[src/rtl/nand_seq_pkg.sv]
// Shared types for the NAND page-read copy engine.
package nand_seq_pkg;
    typedef enum logic [3:0] {
        S_IDLE,
        S_CMD_DRV,
        S_CMD_LAT,
        S_CMD_WAIT,
        S_ADR_DRV,
        S_ADR_LAT,
        S_ADR_WAIT,
        S_RB_WAIT,
        S_RD_LOW,
        S_RD_HIGH,
        S_PAGE_END,
        S_FINISH
    } seq_state_e;

    localparam logic [7:0] READ_CODE = 8'h00;
endpackage

[src/rtl/nand_settle_timer.sv]
// Settle timer: a load pulse starts a window of SETTLE cycles, and
// expired is high on the last cycle of the window.
// Assumes SETTLE >= 1; expired stays high once the count reaches zero.
module nand_settle_timer #(
    parameter int SETTLE = 20
) (
    input  logic clk,
    input  logic rst_n,
    input  logic load,
    output logic expired
);
    localparam int TW = $clog2(SETTLE + 1);

    logic [TW-1:0] cnt;

    // Load the window length, or count down toward zero.
    always_ff @(posedge clk) begin
        if (!rst_n)            cnt <= '0;
        else if (load)         cnt <= TW'(SETTLE - 1);
        else if (cnt != '0)    cnt <= cnt - 1'b1;
    end

    assign expired = (cnt == '0);
endmodule

[src/rtl/nand_copy_ctx.sv]
// Copy context: holds the flash word offset, the RAM destination and the
// signed remaining byte count for one copy.
// Assumes OFS_W >= 24, so that both row-address bytes exist.
module nand_copy_ctx #(
    parameter int BUS_W      = 16,
    parameter int AW         = 16,
    parameter int OFS_W      = 32,
    parameter int CNT_W      = 24,
    parameter int PAGE_BYTES = 512
) (
    input  logic             clk,
    input  logic             rst_n,
    input  logic             load,
    input  logic [AW-1:0]    dst_in,
    input  logic [OFS_W-1:0] src_in,
    input  logic [CNT_W-1:0] cnt_in,
    input  logic             step_word,
    input  logic             step_page,
    output logic [AW-1:0]    dst,
    output logic [7:0]       row_lo,
    output logic [7:0]       row_hi,
    output logic             more
);
    localparam int PAGE_XFERS = PAGE_BYTES / (BUS_W / 8);

    logic [OFS_W-1:0] ofs_init;
    logic [OFS_W-1:0] word_ofs;
    logic [CNT_W-1:0] remain;
    logic [CNT_W:0]   remain_after;

    // Width picks the conversion of a byte offset to a word offset.
    if (BUS_W == 16) begin : g_w16
        assign ofs_init = src_in >> 1;
    end else begin : g_w8
        assign ofs_init = src_in;
    end

    // Remaining count after one more page, one bit wider to keep the sign.
    assign remain_after = {remain[CNT_W-1], remain} - (CNT_W + 1)'(PAGE_BYTES);
    assign more         = ~remain_after[CNT_W];

    // Load on start; advance the destination per word and the offset/count per page.
    always_ff @(posedge clk) begin
        if (!rst_n) begin
            dst      <= '0;
            word_ofs <= '0;
            remain   <= '0;
        end else if (load) begin
            dst      <= dst_in;
            word_ofs <= ofs_init;
            remain   <= cnt_in;
        end else begin
            if (step_word) dst <= dst + 1'b1;
            if (step_page) begin
                word_ofs <= word_ofs + OFS_W'(PAGE_XFERS);
                remain   <= remain_after[CNT_W-1:0];
            end
        end
    end

    assign row_lo = word_ofs[15:8];
    assign row_hi = word_ofs[23:16];
endmodule

[src/rtl/nand_page_reader.sv]
// NAND page-read copy engine. For each page it runs the read command,
// the column/row address writes, a settle time, a wait for ready, and
// one page of read strobes whose data go to a RAM write port.
// Assumes BUS_W is 8 or 16 and that the pad ring merges dq_o/dq_oe/dq_i.
module nand_page_reader #(
    parameter int BUS_W      = 16,
    parameter int AW         = 16,
    parameter int OFS_W      = 32,
    parameter int CNT_W      = 24,
    parameter int PAGE_BYTES = 512,
    parameter int SETTLE     = 20
) (
    input  logic             clk,
    input  logic             rst_n,
    input  logic             start,
    input  logic [AW-1:0]    dst_addr,
    input  logic [OFS_W-1:0] src_ofs,
    input  logic [CNT_W-1:0] byte_cnt,
    output logic             done,
    output logic             nand_ce_n,
    output logic             nand_cle,
    output logic             nand_ale,
    output logic             nand_we_n,
    output logic             nand_re_n,
    output logic [BUS_W-1:0] nand_dq_o,
    output logic             nand_dq_oe,
    input  logic [BUS_W-1:0] nand_dq_i,
    input  logic             nand_rb,
    output logic             ram_we,
    output logic [AW-1:0]    ram_addr,
    output logic [BUS_W-1:0] ram_wdata
);
    import nand_seq_pkg::*;

    localparam int PAGE_XFERS = PAGE_BYTES / (BUS_W / 8);
    localparam int XW         = $clog2(PAGE_XFERS);

    seq_state_e   state, state_n;
    logic [1:0]   adr_idx;
    logic [XW-1:0] xfer;
    logic         timer_load, timer_done;
    logic         ctx_load, capture, step_page, more;
    logic [AW-1:0] dst;
    logic [7:0]   row_lo, row_hi;
    logic [7:0]   bus_byte;

    nand_settle_timer #(.SETTLE(SETTLE)) u_timer (
        .clk     (clk),
        .rst_n   (rst_n),
        .load    (timer_load),
        .expired (timer_done)
    );

    nand_copy_ctx #(
        .BUS_W(BUS_W), .AW(AW), .OFS_W(OFS_W), .CNT_W(CNT_W), .PAGE_BYTES(PAGE_BYTES)
    ) u_ctx (
        .clk       (clk),
        .rst_n     (rst_n),
        .load      (ctx_load),
        .dst_in    (dst_addr),
        .src_in    (src_ofs),
        .cnt_in    (byte_cnt),
        .step_word (capture),
        .step_page (step_page),
        .dst       (dst),
        .row_lo    (row_lo),
        .row_hi    (row_hi),
        .more      (more)
    );

    // Next-state and step controls for the per-page sequence.
    always_comb begin
        state_n    = state;
        timer_load = 1'b0;
        ctx_load   = 1'b0;
        capture    = 1'b0;
        step_page  = 1'b0;
        unique case (state)
            S_IDLE:     if (start) begin ctx_load = 1'b1; state_n = S_CMD_DRV; end
            S_CMD_DRV:  state_n = S_CMD_LAT;
            S_CMD_LAT:  begin timer_load = 1'b1; state_n = S_CMD_WAIT; end
            S_CMD_WAIT: if (timer_done) state_n = S_ADR_DRV;
            S_ADR_DRV:  state_n = S_ADR_LAT;
            S_ADR_LAT:  if (adr_idx == 2'd2) begin
                            timer_load = 1'b1;
                            state_n    = S_ADR_WAIT;
                        end else begin
                            state_n = S_ADR_DRV;
                        end
            S_ADR_WAIT: if (timer_done) state_n = S_RB_WAIT;
            S_RB_WAIT:  if (nand_rb) state_n = S_RD_LOW;
            S_RD_LOW:   state_n = S_RD_HIGH;
            S_RD_HIGH:  begin
                            capture = 1'b1;
                            state_n = (xfer == XW'(PAGE_XFERS - 1)) ? S_PAGE_END : S_RD_LOW;
                        end
            S_PAGE_END: begin step_page = 1'b1; state_n = more ? S_CMD_DRV : S_FINISH; end
            S_FINISH:   state_n = S_IDLE;
            default:    state_n = S_IDLE;
        endcase
    end

    // State, address-write index, transfer count and RAM write register.
    always_ff @(posedge clk) begin
        if (!rst_n) begin
            state     <= S_IDLE;
            adr_idx   <= '0;
            xfer      <= '0;
            ram_we    <= 1'b0;
            ram_addr  <= '0;
            ram_wdata <= '0;
        end else begin
            state  <= state_n;
            ram_we <= capture;
            if (state == S_CMD_WAIT)                         adr_idx <= '0;
            else if (state == S_ADR_LAT && adr_idx != 2'd2)  adr_idx <= adr_idx + 1'b1;
            if (state == S_RB_WAIT)                          xfer <= '0;
            else if (state == S_RD_HIGH)                     xfer <= xfer + 1'b1;
            if (capture) begin
                ram_addr  <= dst;
                ram_wdata <= nand_dq_i;
            end
        end
    end

    // Byte placed on the bus during the address writes.
    always_comb begin
        unique case (adr_idx)
            2'd1:    bus_byte = row_lo;
            2'd2:    bus_byte = row_hi;
            default: bus_byte = 8'h00;
        endcase
    end

    // Pin levels decoded from the sequencer state.
    always_comb begin
        nand_ce_n  = (state == S_IDLE) || (state == S_FINISH);
        nand_cle   = (state == S_CMD_DRV) || (state == S_CMD_LAT) || (state == S_CMD_WAIT);
        nand_ale   = (state == S_ADR_DRV) || (state == S_ADR_LAT) || (state == S_ADR_WAIT);
        nand_we_n  = !((state == S_CMD_DRV) || (state == S_ADR_DRV));
        nand_re_n  = (state != S_RD_LOW);
        nand_dq_oe = (state == S_CMD_DRV) || (state == S_CMD_LAT) ||
                     (state == S_ADR_DRV) || (state == S_ADR_LAT);
        nand_dq_o  = '0;
        if (nand_cle) nand_dq_o[7:0] = READ_CODE;
        else          nand_dq_o[7:0] = bus_byte;
        done       = (state == S_FINISH);
    end
endmodule

[config.mk]
export PLATFORM = sky130hd
export DESIGN_NAME = nand_page_reader
export DESIGN_NICKNAME = d
export VERILOG_FILES = /design/src/rtl/nand_seq_pkg.sv /design/src/rtl/nand_settle_timer.sv /design/src/rtl/nand_copy_ctx.sv /design/src/rtl/nand_page_reader.sv
export SDC_FILE = /design/constraint.sdc
export NUM_CORES = 1
export LEC_CHECK = 0
export BUFFER_PORTS_ARGS = -buffer_cell sky130_fd_sc_hd__buf_2
export CAP_MARGIN = 40
export CORE_MARGIN = 1.5
export CORE_UTILIZATION = 35
export DETAILED_ROUTE_END_ITERATION = 12
export PLACE_DENSITY = 0.7
export SLEW_MARGIN = 20
export SYNTH_ARGS = -nofsm -noshare
export SYNTH_HDL_FRONTEND = slang
export SYNTH_HIERARCHICAL = 1
export SYNTH_SLANG_ARGS = --single-unit
[constraint.sdc]
create_clock -name clk -period 2.9 [get_ports clk]
set_input_delay 0.145 -clock clk [delete_from_list [all_inputs] [get_ports clk]]
set_output_delay 0.145 -clock clk [all_outputs]
set_load 0.02 [all_outputs]
Yosys cells after proc, flatten, opt, wreduce, memory -nomap -nowiden
Index checks and enable logic that the tools add are counted.
{ "totals": {"register_bits": 124, "input_bits": 92, "output_inout_bits": 56, "elab_cells": 84} }
{ "op_classes": {"n_addsub": 6, "eq_ne": 20, "mux": 24, "bitwise": 1, "n_reduce_logical": 21} }
{ "op_table": {"columns": ["op", "n"], "rows": [
  ["$mux W31", 2],
  ["$mux W24", 2],
  ["$pmux W4 S11", 1],
  ["$add A32 B9 Y32 const B", 1],
  ["$mux W16", 2],
  ["$sub A24 B11 Y25 const B", 1],
  ["$mux W4", 5],
  ["$add A16 B1 Y16 const B", 1],
  ["$eq A4 B3 Y1 const B", 4],
  ["$eq A4 B4 Y1 const B", 4],
  ["$pmux W8 S2", 1],
  ["$mux W5", 2],
  ["$ne A2 B2 Y1 const B", 5],
  ["$add A8 B1 Y8 const B", 1],
  ["$eq A4 B2 Y1 const B", 2],
  ["$eq A8 B8 Y1 const B", 1],
  ["$logic_or A1 B1 Y1", 8],
  ["$mux W8", 1],
  ["$reduce_or A2 Y1", 4],
  ["$reduce_bool A2 Y1", 3],
  ["$logic_not A5 Y1", 1],
  ["$mux W1", 5],
  ["$reduce_bool A5 Y1", 1],
  ["$sub A5 B1 Y5 const B", 1],
  ["12 further kinds", 13]
]} }

Logic depth before layout (Yosys ltp)
{ "depth": {"ltp_word": 4, "mapped_depth": 10} }

By module
The synthesis kept the hierarchy.
{ "by_module_without_submodules": {"columns": ["mod", "n_inst", "cells_each", "area_each_um2"], "rows": [
  ["nand_copy_ctx", 1, 303, 2533.7],
  ["nand_page_reader", 1, 280, 2229.6],
  ["nand_settle_timer", 1, 24, 229.0]
]} }

Worst setup path before layout
No wires, ideal clock.
{ "synth_path": {"kind": "register to register", "start": "register state[2]", "end": "register u_ctx.dst[15]", "setup_ps": 86, "arrival_ps": 2424, "required_time_ps": 2814, "slack_ps": 390, "path_stages_with_launch": 11, "n_path_buf": 4, "path_cell_list": "dfxtp_1 -> buf_2 -> nand4bb_1 -> buf_2 -> inv_2 -> clkbuf_1 -> buf_2 -> nand3_1 -> nor4_2 -> mux2_2 -> a211oi_1"} }
{ "synth_between": {"elab_chain_cells": 3, "word_cells_on_any_way": 6, "cone_classes": "eq/ne (1); mux (3); reduce/logical (2)"} }
{ "synth_lines": {"columns": ["item", "line_no", "text"], "rows": [
  ["start, declared", "nand_page_reader.sv:38", "seq_state_e state, state_n;"],
  ["start signal, assigned", "nand_page_reader.sv:113", "state <= state_n;"],
  ["$eq A4 B4 Y1", "nand_page_reader.sv:78", "unique case (state)"],
  ["$mux W1", "nand_page_reader.sv:78", null],
  ["net capture", "nand_page_reader.sv:42", "logic ctx_load, capture, step_page, more;"],
  ["$reduce_bool A2 Y1 (no line)", null, null],
  ["end signal, assigned", "nand_copy_ctx.sv:49", "dst <= dst_in;"],
  ["end signal, assigned", "nand_copy_ctx.sv:53", "if (step_word) dst <= dst + 1'b1;"],
  ["end, declared", "nand_copy_ctx.sv:19", "output logic [AW-1:0] dst,"]
]} }
The timed path passes the listed nets, and every way through them passes these cells.
A chain may end at the register's enable or synchronous reset.

Worst setup path in the final report
{ "layout_path": {"start": "register state[3]", "end": "register u_ctx.dst[15]"} }
{ "layout_between": {"elab_chain_cells": 3, "word_cells_on_any_way": 6, "cone_classes": "eq/ne (1); mux (3); reduce/logical (2)"} }
{ "layout_lines": {"columns": ["item", "line_no"], "rows": [
  ["$eq A4 B4 Y1 or $logic_not A4 Y1 (tied branches)", "nand_page_reader.sv:78"],
  ["$mux W1", "nand_page_reader.sv:78"],
  ["$reduce_bool A2 Y1 (no line) or $mux W16 (tied branches)", null]
]} }
Several ways; a longest one is shown, not always the timed one.

==> flow_metrics.tcl <==
set metrics [dict create \
    cts_htree_levels 3 \
    final.hold.worst_slack_ns 0.0201 \
    clk_transition_reported_paths_ns 0.07 \
    post-cts-setup-buffer-count 0 \
    post_synth_edffs 0 \
    setup_viol 0 \
    layout-area-overhead-vs-synth_pct 19.8 \
    placed_cells 869 \
    final.fill_count 1420 \
    instances_no_fill 886 \
    netlist.top_cell.by_area "sky130_fd_sc_hd__dfxtp_1" \
    floorplan.core_area_sq_um 13900 \
    worstSetupPathType "flip-flop to flip-flop" \
    outcome "complete, no violations" \
    ys.flop_type "sky130_fd_sc_hd__dfxtp_1" \
    cts_made_buffers 9 \
    drive_gt1_frac 0.217 \
    detailedRoute.firstPassIterationCount 4 \
    reg2reg_to "u_ctx/dst[15]" \
    grt_pass1_vias 4014 \
    final_nets 799 \
    most-common-layout-cells "sky130_fd_sc_hd__buf_2 (114), sky130_fd_sc_hd__dfxtp_1 (99), sky130_fd_sc_hd__nand2_1 (95)" \
    syn_avg_cell_area_sq_um 8.22 \
    timing.critical_path.slowest_cell_delay_ns 0.63 \
    dr_total_vias 4409 \
    maxSlewViolCount 0 \
    ys_warn_count 6 \
    cell_chain_of_the_critical_path "nand4bb_1 > inv_2 > nand3_1 > nor4_2 > mux2_2 > a211oi_1" \
    period_share 0.839 \
    seq_area_sq_um 1980 \
    cap_viol_max_count 0 \
    yosys.area_share.adder 0.0175 \
    async_flop_share 0 \
    clk_latency_ns 0.34 \
    grt_start_max_net_pins 54 \
    cp.required_ns 3.17 \
    ff2ff_setup_slack_ns 0.47 \
    worstHoldEndpoint "u_ctx/dst[0]" \
    ios 148 \
    gp_congestion 0.874 \
    count_of_instances_resized_after_the_clock_tree_is_built 0 \
    synth-seq-area-share 0.397 \
    synth-xor-area-share 0.0842 \
    fin_crit_ns 2.43 \
    cts_hold_buffers 0 \
    finalSetupTns_ns 0 \
    globalRouteTotalUtil 0.158 \
    simple_gate_share_of_the_synthesized_area 0.238 \
    slew_headroom 0.458 \
    synthMuxAreaShare 0.0105 \
    crit_path_end_kind "flip-flop" \
    crit_slowest_cell "sky130_fd_sc_hd__dfxtp_1" \
    static-leakage-power_nw 2.35 \
    critPathBufInv 1 \
    wire_per_inst_um 13.0 \
    power-per-cell-area_nw_per_um2 735 \
    compound_cell_area_share_of_the_yosys_netlist 0.191 \
    1st_iter_drt_viols 256 \
    critical_path.top_delay_family "simple AND/OR/NAND/NOR gates" \
    max_clock_freq_mhz 411 \
    worst-r2r-cell-count 6 \
    initial_utilization 0.360 \
    top_post_synthesis_cells_by_area "sky130_fd_sc_hd__dfxtp_1 (40%), sky130_fd_sc_hd__nand2_1 (7.1%), sky130_fd_sc_hd__xnor2_1 (5.4%), sky130_fd_sc_hd__a21boi_0 (5.0%), sky130_fd_sc_hd__o21ai_0 (3.6%)" \
    synth_top_family_by_area "simple AND/OR/NAND/NOR gates" \
    worstMarginPinSlew_ns 0.802 \
    rsz0062_at_grt "false" \
    min_delay_path_depth 2 \
    die_w_um 122 \
    final_antenna_net_count 0 \
    worst-endpoint-arrival_ns 2.70 \
    synth.lib_cells_used.distinct 58 \
    tritoncts "built" \
    critPathLaunchType "flip-flop" \
    netlist_area_sq_um 4990 \
    dp_hpwl_um 8180 \
    std_cell_rows 43 \
    die_h_um 122 \
    grt.overflow.total 0 \
    detail_route.vias_per_cell 4.98 \
    grt_pass1_wl_um 18800 \
    cts-root-to-sink-buffers 2 \
    multiInputGateArea_sq_um 2730 \
    report.final.hold_viol_count 0 \
    synth-seq-cells 99 \
    proportion_of_netlist_area_held_by_the_largest_area_contributor 0.397 \
    min-delay-start "dst_addr[0]" \
    placement.io_buffers 114 \
    syn_inst 607 \
    crit_fanout 15 \
    grt_antenna_before_repair 2 \
    worst_r2r_startpoint "state[3]" \
    cts.sink_count 99 \
    clock-skew-final_ns 0.00838 \
    peakVddDrop_mv 0.364 \
    die_area_sq_um 15000 \
    hold_class "input port to flip-flop" \
    cts_root_buf "sky130_fd_sc_hd__clkbuf_16" \
    routed_wl_um 11500 \
    drc_violation_count_after_routing 0 \
    layout_commonest_cell "sky130_fd_sc_hd__buf_2" \
]
## cells by family after synthesis
kind of cell    count (synthesis)
buf+inv                        64
other cells                     1
simple gates                  239
fa+ha+maj                       7
flops                          99
compound gates                144
xor+xnor                       48
mux                             5
## cells in the mapped netlist (2+ instances only)
master,instances
sky130_fd_sc_hd__a211oi_1,5
sky130_fd_sc_hd__a21boi_0,33
sky130_fd_sc_hd__a21oi_1,30
sky130_fd_sc_hd__a22oi_1,8
sky130_fd_sc_hd__a31oi_1,3
sky130_fd_sc_hd__and2_1,4
sky130_fd_sc_hd__and3_1,4
sky130_fd_sc_hd__and4_1,2
sky130_fd_sc_hd__buf_1,6
sky130_fd_sc_hd__buf_2,5
sky130_fd_sc_hd__buf_4,9
sky130_fd_sc_hd__buf_6,3
sky130_fd_sc_hd__clkbuf_1,26
sky130_fd_sc_hd__dfxtp_1,99
sky130_fd_sc_hd__ha_1,7
sky130_fd_sc_hd__inv_1,13
sky130_fd_sc_hd__inv_2,2
sky130_fd_sc_hd__mux2_2,2
sky130_fd_sc_hd__mux2i_1,3
sky130_fd_sc_hd__nand2_1,95
sky130_fd_sc_hd__nand2b_1,9
sky130_fd_sc_hd__nand3_1,12
sky130_fd_sc_hd__nand3b_1,2
sky130_fd_sc_hd__nand4_1,14
sky130_fd_sc_hd__nor2_1,42
sky130_fd_sc_hd__nor3_1,18
sky130_fd_sc_hd__nor3b_1,4
sky130_fd_sc_hd__nor4_1,11
sky130_fd_sc_hd__nor4b_1,2
sky130_fd_sc_hd__o211a_1,11
sky130_fd_sc_hd__o21a_1,5
sky130_fd_sc_hd__o21ai_0,36
sky130_fd_sc_hd__o311a_1,3
sky130_fd_sc_hd__or2_2,2
sky130_fd_sc_hd__or3_1,5
sky130_fd_sc_hd__or4_1,3
sky130_fd_sc_hd__or4_4,2
sky130_fd_sc_hd__xnor2_1,31
sky130_fd_sc_hd__xor2_1,17
## flip-flops by register name, indices dropped and copies added (netlist names)
signal          cells
ram_we              1
u_ctx/word_ofs     16
u_timer/cnt         5
adr_idx             2
ram_wdata          16
xfer                8
u_ctx/remain       15
state               4
u_ctx/dst          16
ram_addr           16
## final cells by class
type | instances | share of cell area
timing repair buffer | 124 | 0.112
antenna | 1 | 0.000418
clock buffer | 10 | 0.0399
sequential | 99 | 0.331
inverter | 15 | 0.00941
clock inverter | 6 | 0.0121
tap | 180 | 0.0376
multi-input combinational | 451 | 0.457
## report_power, final
group	internal [mW]	switching (mW)	leakage, nW
Combinational	0.586	0.688	1.40
Sequential	1.60	0.290	0.808
Clock	0.701	0.532	0.150
## worst max path at each step
stage / from / endpoint / slack, ns / cells past startpoint
after detailed placement: state[3] / u_ctx/dst[15] / 0.50 / 6
after floorplan: state[2] / u_ctx/dst[15] / 0.39 / 10
final: state[3] / u_ctx/dst[15] / 0.47 / 6
after global placement: state[3] / u_ctx/dst[15] / 0.53 / 6
after global routing: state[3] / u_ctx/dst[15] / 0.22 / 6
after CTS: state[3] / u_ctx/dst[15] / 0.47 / 6
## metrics by stage
| stage | util | cell area (sq um) | power [mW] | worst slack [ns] |
|---|---|---|---|---|
| after floorplan | - | 5020 | 2.88 | 0.390 |
| after global placement | 0.408 | 5670 | 3.17 | 0.534 |
| after detailed placement | 0.408 | 5670 | 3.19 | 0.503 |
| after CTS | 0.431 | 5980 | 4.44 | 0.465 |
| after global routing | 0.431 | 5980 | 4.70 | 0.216 |
| final | 0.431 | 5980 | 4.40 | 0.467 |
## metal layers
metal  global-route usage  vias to the layer above  part of all wire
met4               0.0487                        2             0.014
li1                     -                     2286                 -
met2                0.239                      116              0.43
met1                0.215                     1991              0.50
met3               0.0460                       14             0.057
met5                    0                        -            0.0010
No activity file was read; power rests on OpenSTA's default activity.
